File: src/rtl/prc_pkg.sv
package prc_pkg;
  typedef enum logic [1:0] {
    PRIV_USER    = 2'd0,
    PRIV_SUP     = 2'd1,
    PRIV_SUP_NOU = 2'd2
  } priv_e;

  typedef enum logic [1:0] {
    ACC_LOAD  = 2'd0,
    ACC_STORE = 2'd1,
    ACC_FETCH = 2'd2
  } acc_e;

  typedef struct packed {
    logic x;
    logic w;
    logic r;
  } rights_t;

  localparam int EC_W   = 6;
  localparam int EC_P   = 0;
  localparam int EC_WR  = 1;
  localparam int EC_US  = 2;
  localparam int EC_RSV = 3;
  localparam int EC_ID  = 4;
  localparam int EC_PK  = 5;

  function automatic logic wants(rights_t rt, acc_e a);
    case (a)
      ACC_STORE: wants = rt.w;
      ACC_FETCH: wants = rt.x;
      default:   wants = rt.r;
    endcase
  endfunction
endpackage

File: src/rtl/prc_fault_enc.sv
module prc_fault_enc
  import prc_pkg::*;
(
  input  acc_e            acc,
  input  priv_e           priv,
  input  logic            nxe_en,
  input  logic            smep_en,
  input  logic            gp,
  input  logic            user_block,
  input  logic            key_active,
  input  rights_t         key_rt,
  input  rights_t         base_rt,
  output logic            pf,
  output logic            gpf,
  output logic [EC_W-1:0] code,
  output rights_t         rights
);
  logic [EC_W-1:0] ctx;
  logic            key_deny, base_deny;
  rights_t         merged;

  always_comb begin
    ctx = '0;
    ctx[EC_US] = (priv == PRIV_USER);
    ctx[EC_WR] = (acc == ACC_STORE);
    ctx[EC_ID] = (acc == ACC_FETCH) && (nxe_en || smep_en);
  end

  assign merged    = key_active ? (base_rt & key_rt) : base_rt;
  assign key_deny  = key_active && !wants(key_rt, acc);
  assign base_deny = !wants(merged, acc);

  always_comb begin
    pf     = 1'b0;
    gpf    = 1'b0;
    code   = '0;
    rights = '0;
    if (gp) begin
      gpf = 1'b1;
    end else if (user_block) begin
      pf = 1'b1;
      code = ctx;
      code[EC_P] = 1'b1;
    end else if (key_deny) begin
      pf = 1'b1;
      code = ctx;
      code[EC_P]  = 1'b1;
      code[EC_PK] = 1'b1;
    end else if (base_deny) begin
      pf = 1'b1;
      code = ctx;
      code[EC_P] = 1'b1;
    end else begin
      rights = merged;
    end
  end

  // p_pk_has_p_r7: a key fault always carries the present bit
  always_comb p_pk_has_p_r7: assert (!code[EC_PK] || code[EC_P]);
  // p_rsv_clear_r8: the reserved bit is never produced here
  always_comb p_rsv_clear_r8: assert (!code[EC_RSV] || !pf);
endmodule

File: config.mk
export PLATFORM = sky130hd
export DESIGN_NAME = prc_fault_enc
export DESIGN_NICKNAME = d
export VERILOG_FILES = /design/src/rtl/prc_pkg.sv /design/src/rtl/prc_fault_enc.sv
export SDC_FILE = /design/constraint.sdc
export NUM_CORES = 1
export LEC_CHECK = 0
export BUFFER_PORTS_ARGS = -buffer_cell sky130_fd_sc_hd__buf_4
export CORE_AREA = 2 2 39 41
export DETAILED_ROUTE_END_ITERATION = 10
export DIE_AREA = 0 0 41 43
export MAX_ROUTING_LAYER = met4
export SYNTH_ARGS = -nofsm -noshare
export SYNTH_HDL_FRONTEND = slang
export SYNTH_SLANG_ARGS = --single-unit
File: constraint.sdc
create_clock -name vclk -period 1.4
set_clock_uncertainty 0.2 [all_clocks]
set_input_delay 0.14 -clock vclk [all_inputs]
set_output_delay 0.14 -clock vclk [all_outputs]
set_load 0.02 [all_outputs]
Word level (Yosys, flattened, before mapping)
Cells that the tools add are included.
Operators by class
  equal/unequal tests: 2
  muxes and demuxes: 16
  bitwise operators: 1
  reductions and logical operators: 5
Operators with widths (count)
  $mux W6: 3
  $mux W3: 5
  $mux W1: 5
  $mux W5: 1
  $pmux W1 S2: 2
  $and A3 B3 Y3: 1
  $eq A2 B1 Y1 const B: 1
  $eq A2 B2 Y1 const B: 1
  $logic_and A1 B1 Y1: 2
  $logic_not A2 Y1: 1
  $logic_not A1 Y1: 1
  $logic_or A1 B1 Y1: 1
Storage, ports and cells
  register bits: 0
  input bits: 15
  output and inout bits: 11
  word-level logic and storage cells: 24

Depth between registers and ports, before layout
Gate-level depths: netlist of run 1.
  depth in word-level cells: 7
  gate-level depth with buffers: 7
  gate-level depth less buffers: 6

Worst setup path before layout of run 1
Ideal clock, no wire load.
  kind: in2out
  start: input acc[0]
  end: output code[2]
  arrival time: 1.599 ns
  required time: 1.060 ns
  setup slack: -0.539 ns
  stages on the path: 6
  path buffers: 0
  cells stage by stage: inv_1 -> ha_1 -> and2_1 -> a221oi_2 -> a2111oi_2 -> nor4_1
On the way
  longest elaborated chain between the ends: 7
  elaborated cells on any way between the ends: 10
  classes of those cells: 2 x eq/ne; 6 x mux; 2 x reduce/logical
RTL lines
  start, declared: RTL line prc_fault_enc.sv:4  | input acc_e acc,
  $eq A2 B2 Y1 or $eq A2 B1 Y1 (tied branches): RTL line prc_pkg.sv:29  | case (a)
  $pmux W1 S2: RTL line prc_pkg.sv:29
  $logic_not A1 Y1: RTL line prc_fault_enc.sv:30  | assign key_deny = key_active && !wants(key_rt, acc);
  $logic_and A1 B1 Y1: RTL line prc_fault_enc.sv:30
  $mux W6 *: RTL line prc_fault_enc.sv:44  | end else if (key_deny) begin
  $mux W6 *: RTL line prc_fault_enc.sv:40  | end else if (user_block) begin
  $mux W6 *: RTL line prc_fault_enc.sv:38  | if (gp) begin
  end, declared: RTL line prc_fault_enc.sv:15  | output logic [EC_W-1:0] code,
Every way passes the cells marked *; elsewhere a longest branch is shown, timed or not.

Final worst setup path of run 1
  start: input acc[0]
  end: output code[1]
On the way
  longest elaborated chain between the ends: 7
  elaborated cells on any way between the ends: 10
  classes of those cells: 2 x eq/ne; 6 x mux; 2 x reduce/logical
RTL lines (RTL line)
  $eq A2 B2 Y1 or $eq A2 B1 Y1 (tied branches): prc_pkg.sv:29, prc_fault_enc.sv:25
  $pmux W1 S2: prc_pkg.sv:29
  $logic_not A1 Y1: prc_fault_enc.sv:30
  $logic_and A1 B1 Y1: prc_fault_enc.sv:30
  $mux W6: prc_fault_enc.sv:44
  $mux W6 *: prc_fault_enc.sv:40
  $mux W6 *: prc_fault_enc.sv:38
Marked as above.

==> impl_metrics.yaml, run 1 <==
outcome:
  status: "complete, but fails checks"
  violations: "negative setup slack"
floorplanning:
  initial_utilization_pct: 17.36
  row_count: 14
  die_h_um: 43
  io_pins: 26
  fp.coreArea_um2: 1384
  dieArea_um2: 1763
  die_x_um: 41
global_routing:
  overflow: 0
  grt_pass1_vias: 382
  gr-usage-all-layers_pct: 12.31
  grt_first_pass_wirelength_mm: 1.587
  antenna_found_initial: 0
  grt_max_degree: 7
setup_path:
  critPathMaxFanout: 4
  critPathKind: "in2out"
  crit_arrival_ns: 1.45
  cp.required_ns: 1.06
  cp-startpoint: "acc[0]"
  end_kind: "output port"
  cp-start-kind: "primary input"
logic_synthesis:
  yosys_warnings: 0
  muxShareOfSynthArea_pct: 4.688
  synthSimpleGateAreaFrac_pct: 35.94
  synth-seq-area-share_pct: 0
  avgSynthCellArea_um2: 7.280
  syn_area_um2: 240.2
  synth_top_family_by_area: "simple AND/OR/NAND/NOR gates"
  yosys.cell_types.count: 20
  synth_nets: 51
  synth_adder_area_share_pct: 15.63
  synth-compound-area-share_pct: 28.13
  synthXorXnorAreaFrac_pct: 0
  netlist_instances: 33
sta:
  slew_viol_final: 0
  rsz0062_at_grt: "yes"
  hold_violations: 0
  post-route-period-util_pct: 127.8
  setup_viol: 9
  setup_ws_ns: -0.3892
  fmax_mhz: 558.9
  period_minus_slack_ns: 1.789
cells_and_area:
  final_common_cell: "buf_4"
  drive_gt1_share_pct: 86.96
  seq_cells: 0
  seqCellArea_um2: 0
  n_antenna_cell: 0
  finalNetCount: 89
  fill_cells: 127
  mostFrequentLayoutCells: "29 x buf_4, 7 x buf_6, 4 x nor3_4"
  nClkBuffers: 0
  syn_to_final_growth_pct: 227.6
  final_cell_area_um2: 787.0
routing:
  wl_um: 909
  vias: 368
  firstDrtPassIters: 2
  vias_per_cell: 4.329
  ant_nets: 0
  drt-initial-drc-count: 1
  avgRoutedWirePerCell_um: 10.69
  drc: 0
placement:
  dpl_cell_area_um2: 696.9
  routabilityCongestion: 0.7555
  io_buffers: 25
  hpwl_um: 789.4
power:
  ir_drop_mv: 0.1697
  intPower_uw: 154.3
  power_density_nw_per_um2: 360.1
  p_clk_share_pct: 0
  switchingPower_uw: 129.2
  p_comb_share_pct: 100.0
  power_uw: 283.4
  pwr-share-seq_pct: 0
  switching_share_pct: 45.57
  cellLeakagePower_uw: 0.0003356
flow_run:
  max_cap_viol_count: 0
worst_hold_path:
  hp-class: "in2out"
  hp-start: "priv[1]"
==> power by group through the flow <==
| stage | combinational, µW | sequential [µW] | clock [µW] |
|---|---|---|---|
| 3_5_place_dp | 245 | 0 | 0 |
| 6_report | 283 | 0 | 0 |
| 4_1_cts | 284 | 0 | 0 |
| 3_3_place_gp | 242 | 0 | 0 |
| 5_1_grt | 302 | 0 | 0 |
| 2_1_floorplan | 139 | 0 | 0 |
==> critical path, stage by stage <==
cell and delay, ns:
buf_12 0.10, inv_12 0.03, ha_4 0.15, and2_4 0.14
a221oi_4 0.34, a2111oi_4 0.08, buf_6 0.15, nor3b_4 0.17
buf_6 0.14
==> worst paths after layout <==
path | slack [ns] | to | depth (start not counted)
setup / recovery | -0.39 | code[1] | 9
hold / removal | 0.35 | code[2] | 3
==> cells in the mapped netlist (all sizes together), types with 2 or more instances <==
master	count	share of area (%)
buf	3	9.4
and2	2	5.2
o21ai	2	4.2
inv	3	4.7
nor4	2	5.2
nand2b	2	5.2
nand2	2	3.1
ha	3	16
nor3	5	13
==> kinds of logic (layout without fill, tap and decap cells) <==
group / count (synthesis) / count (layout)
fa+ha+maj: 3 / 3
other cells: 1 / 1
simple gates: 15 / 15
mux: 1 / 1
compound gates: 7 / 7
buf+inv: 6 / 42
==> area by class of cell <==
cell class	instances	area, µm²	area share (%)
repair buffers	39	351.6	44.67
well taps	16	20.02	2.544
inverters	3	36.28	4.610
multi-input cells	27	379.1	48.17
==> metrics by stage <==
| stage | setup slack (ns) | instances | hold WS, ns | util, % | setup TNS, ns |
|---|---|---|---|---|---|
| after floorplan | -0.3062 | 33 | 0.1115 | - | -1.785 |
| after global placement | -0.4685 | 82 | 0.3513 | 50.36 | -3.709 |
| after detailed placement | -0.4846 | 82 | 0.3560 | 50.36 | -3.897 |
| after CTS | -0.3895 | 85 | 0.3552 | 56.60 | -3.073 |
| after global routing | -0.4411 | 85 | 0.3581 | 56.87 | -3.392 |
| final | -0.3892 | 85 | 0.3517 | 56.87 | -2.872 |
==> repair_timing <==
action                     4_1_cts  5_1_grt
hold buffers                     0        0
setup buffers                    4        0
pin swaps                        7        1
resized for setup               12        1
setup endpoints to repair        9        9
==> per-layer routing <==
metal / track usage (%) / part of all wire, %
met1: 15.61 / 36
met2: 22.19 / 60
met3: 0 / 4.0
met4: 0 / 0
met5: - / 0
Power figures use the tool's default switching activity.
==> inputs of run 2 (changes only) <==
--- a/config.mk
+++ b/config.mk
@@ -10,6 +10,7 @@
 export DETAILED_ROUTE_END_ITERATION = 10
 export DIE_AREA = 0 0 41 43
 export MAX_ROUTING_LAYER = met4
+export SLEW_MARGIN = 25
 export SYNTH_ARGS = -nofsm -noshare
 export SYNTH_HDL_FRONTEND = slang
 export SYNTH_SLANG_ARGS = --single-unit
==> constraint.sdc (replaced) <==
create_clock -name vclk -period 1.64
set_clock_uncertainty 0.2 [all_clocks]
set_input_delay 0.164 -clock vclk [all_inputs]
set_output_delay 0.164 -clock vclk [all_outputs]
set_load 0.02 [all_outputs]
==> run 2 against run 1 <==
Net effect:
- the run still ends with negative setup slack left
- critical path depth unchanged
- via count increased by 6.5%
- sequential share of layout area did not move
- first-iteration DRC count shrank 100%
- cell area is 3.8% higher
- global-route usage is essentially flat
- worst setup slack gained 0.21 ns
- wire length is 4.4% higher
- total power shrank 7.8%
- flip-flop and latch count unchanged
==> impl_metrics.yaml, run 2 (synthesized netlist as in run 1, its figures left out) <==
outcome:
  status: "complete, but fails checks"
  violations: "negative setup slack"
cells_and_area:
  fill_cells: 129
  n_antenna_cell: 0
  final_common_cell: "buf_4"
  seq_cells: 0
  mostFrequentLayoutCells: "29 x buf_4, 9 x buf_6, 4 x nor3_4"
  syn_to_final_growth_pct: 240.1
  seqCellArea_um2: 0
  nClkBuffers: 0
  drive_gt1_share_pct: 87.50
  finalNetCount: 92
sta:
  hold_slack_ns: 0.3998
  setup_ws_ns: -0.1764
  rsz0062_at_grt: "yes"
  fmax_mhz: 550.5
  slew_viol_final: 0
  setup_viol: 9
  hold_violations: 0
  period_minus_slack_ns: 1.816
  post-route-period-util_pct: 110.8
floorplanning:
  fp.coreArea_um2: 1384
  initial_utilization_pct: 17.36
  dieArea_um2: 1763
  die_x_um: 41
  die_h_um: 43
  io_pins: 26
  row_count: 14
placement:
  hpwl_um: 774.9
  routabilityCongestion: 0.6323
  io_buffers: 25
  dp_worst_setup_slack_ns: -0.2698
routing:
  avgRoutedWirePerCell_um: 10.78
  wl_um: 949
  drt-initial-drc-count: 0
  firstDrtPassIters: 1
  drc: 0
  vias_per_cell: 4.455
  vias: 392
  ant_nets: 0
power:
  ir_drop_mv: 0.1232
  power_uw: 261.2
  power_density_nw_per_um2: 319.7
  cellLeakagePower_uw: 0.0003571
clocking:
  ctsHoldBuffers: 0
global_routing:
  gr-usage-all-layers_pct: 12.30
  grt_pass1_vias: 414
  grt_max_degree: 7
  antenna_found_initial: 0
  overflow: 0
  grt_first_pass_wirelength_mm: 1.587
setup_path:
  crit_arrival_ns: 1.45
  cp.required_ns: 1.28
  critPathMaxFanout: 4
  critPathKind: "in2out"
  end_kind: "output port"
  cp-start-kind: "primary input"
flow_run:
  max_cap_viol_count: 0
worst_hold_path:
  holdPathStages: 3
  hp-class: "in2out"
run 2: cell types whose count changed in the layout (fill, tap and decap cells not counted), sizes merged:
cell and change:
buf +3
run 2: stage by stage:
step / area [µm²] / TNS [ns] / cells / util (%)
after floorplan: 397.9 / -0.2620 / 33 / -
after global placement: 661.9 / -1.944 / 82 / 47.83
after detailed placement: 661.9 / -1.984 / 82 / 47.83
after CTS: 789.5 / -1.451 / 87 / 57.05
after global routing: 817.0 / -1.786 / 88 / 59.04
final: 817.0 / -1.358 / 88 / 59.04
run 2: layer usage:
metal | GRT usage, % | up-vias | wire length, µm
met2 | 24.38 | 8 | 600
met3 | 0 | 0 | 31
met5 | - | - | 0
met4 | 0 | 0 | 0
li1 | - | 199 | -
met1 | 13.33 | 185 | 317
run 2: final timing paths:
kind                     from      end  slack (ns)
worst max-delay path   acc[0]  code[1]       -0.18
worst min-delay path  priv[1]  code[2]        0.40
run 2: area by class of cell:
| cell class | instances | area [µm²] | area share (%) |
|---|---|---|---|
| timing repair buffer | 42 | 394.1 | 48.24 |
| multi-input combinational | 27 | 374.1 | 45.79 |
| inverter | 3 | 28.78 | 3.522 |
| tap | 16 | 20.02 | 2.450 |
run 2: power by group:
group / switching (µW) / internal, µW / total (µW)
Combinational: 112 / 149 / 261
Sequential: 0 / 0 / 0
Clock: 0 / 0 / 0
Total: 112 / 149 / 261
run 2: critical path, stage by stage:
cell and delay, ns:
buf_12 0.10, inv_12 0.03, ha_4 0.15, and2_4 0.14, a221oi_4 0.33, a2111oi_4 0.08
buf_6 0.15, nor3b_4 0.17, buf_6 0.14
run 2: what timing repair did:
| item | in CTS | in global routing |
|---|---|---|
| gates cloned | 0 | 0 |
| pin swaps | 9 | 3 |
| hold endpoints to repair | 0 | 0 |
| setup buffers | 6 | 1 |
| setup endpoints to repair | 9 | 9 |
| gates resized for setup | 17 | 2 |
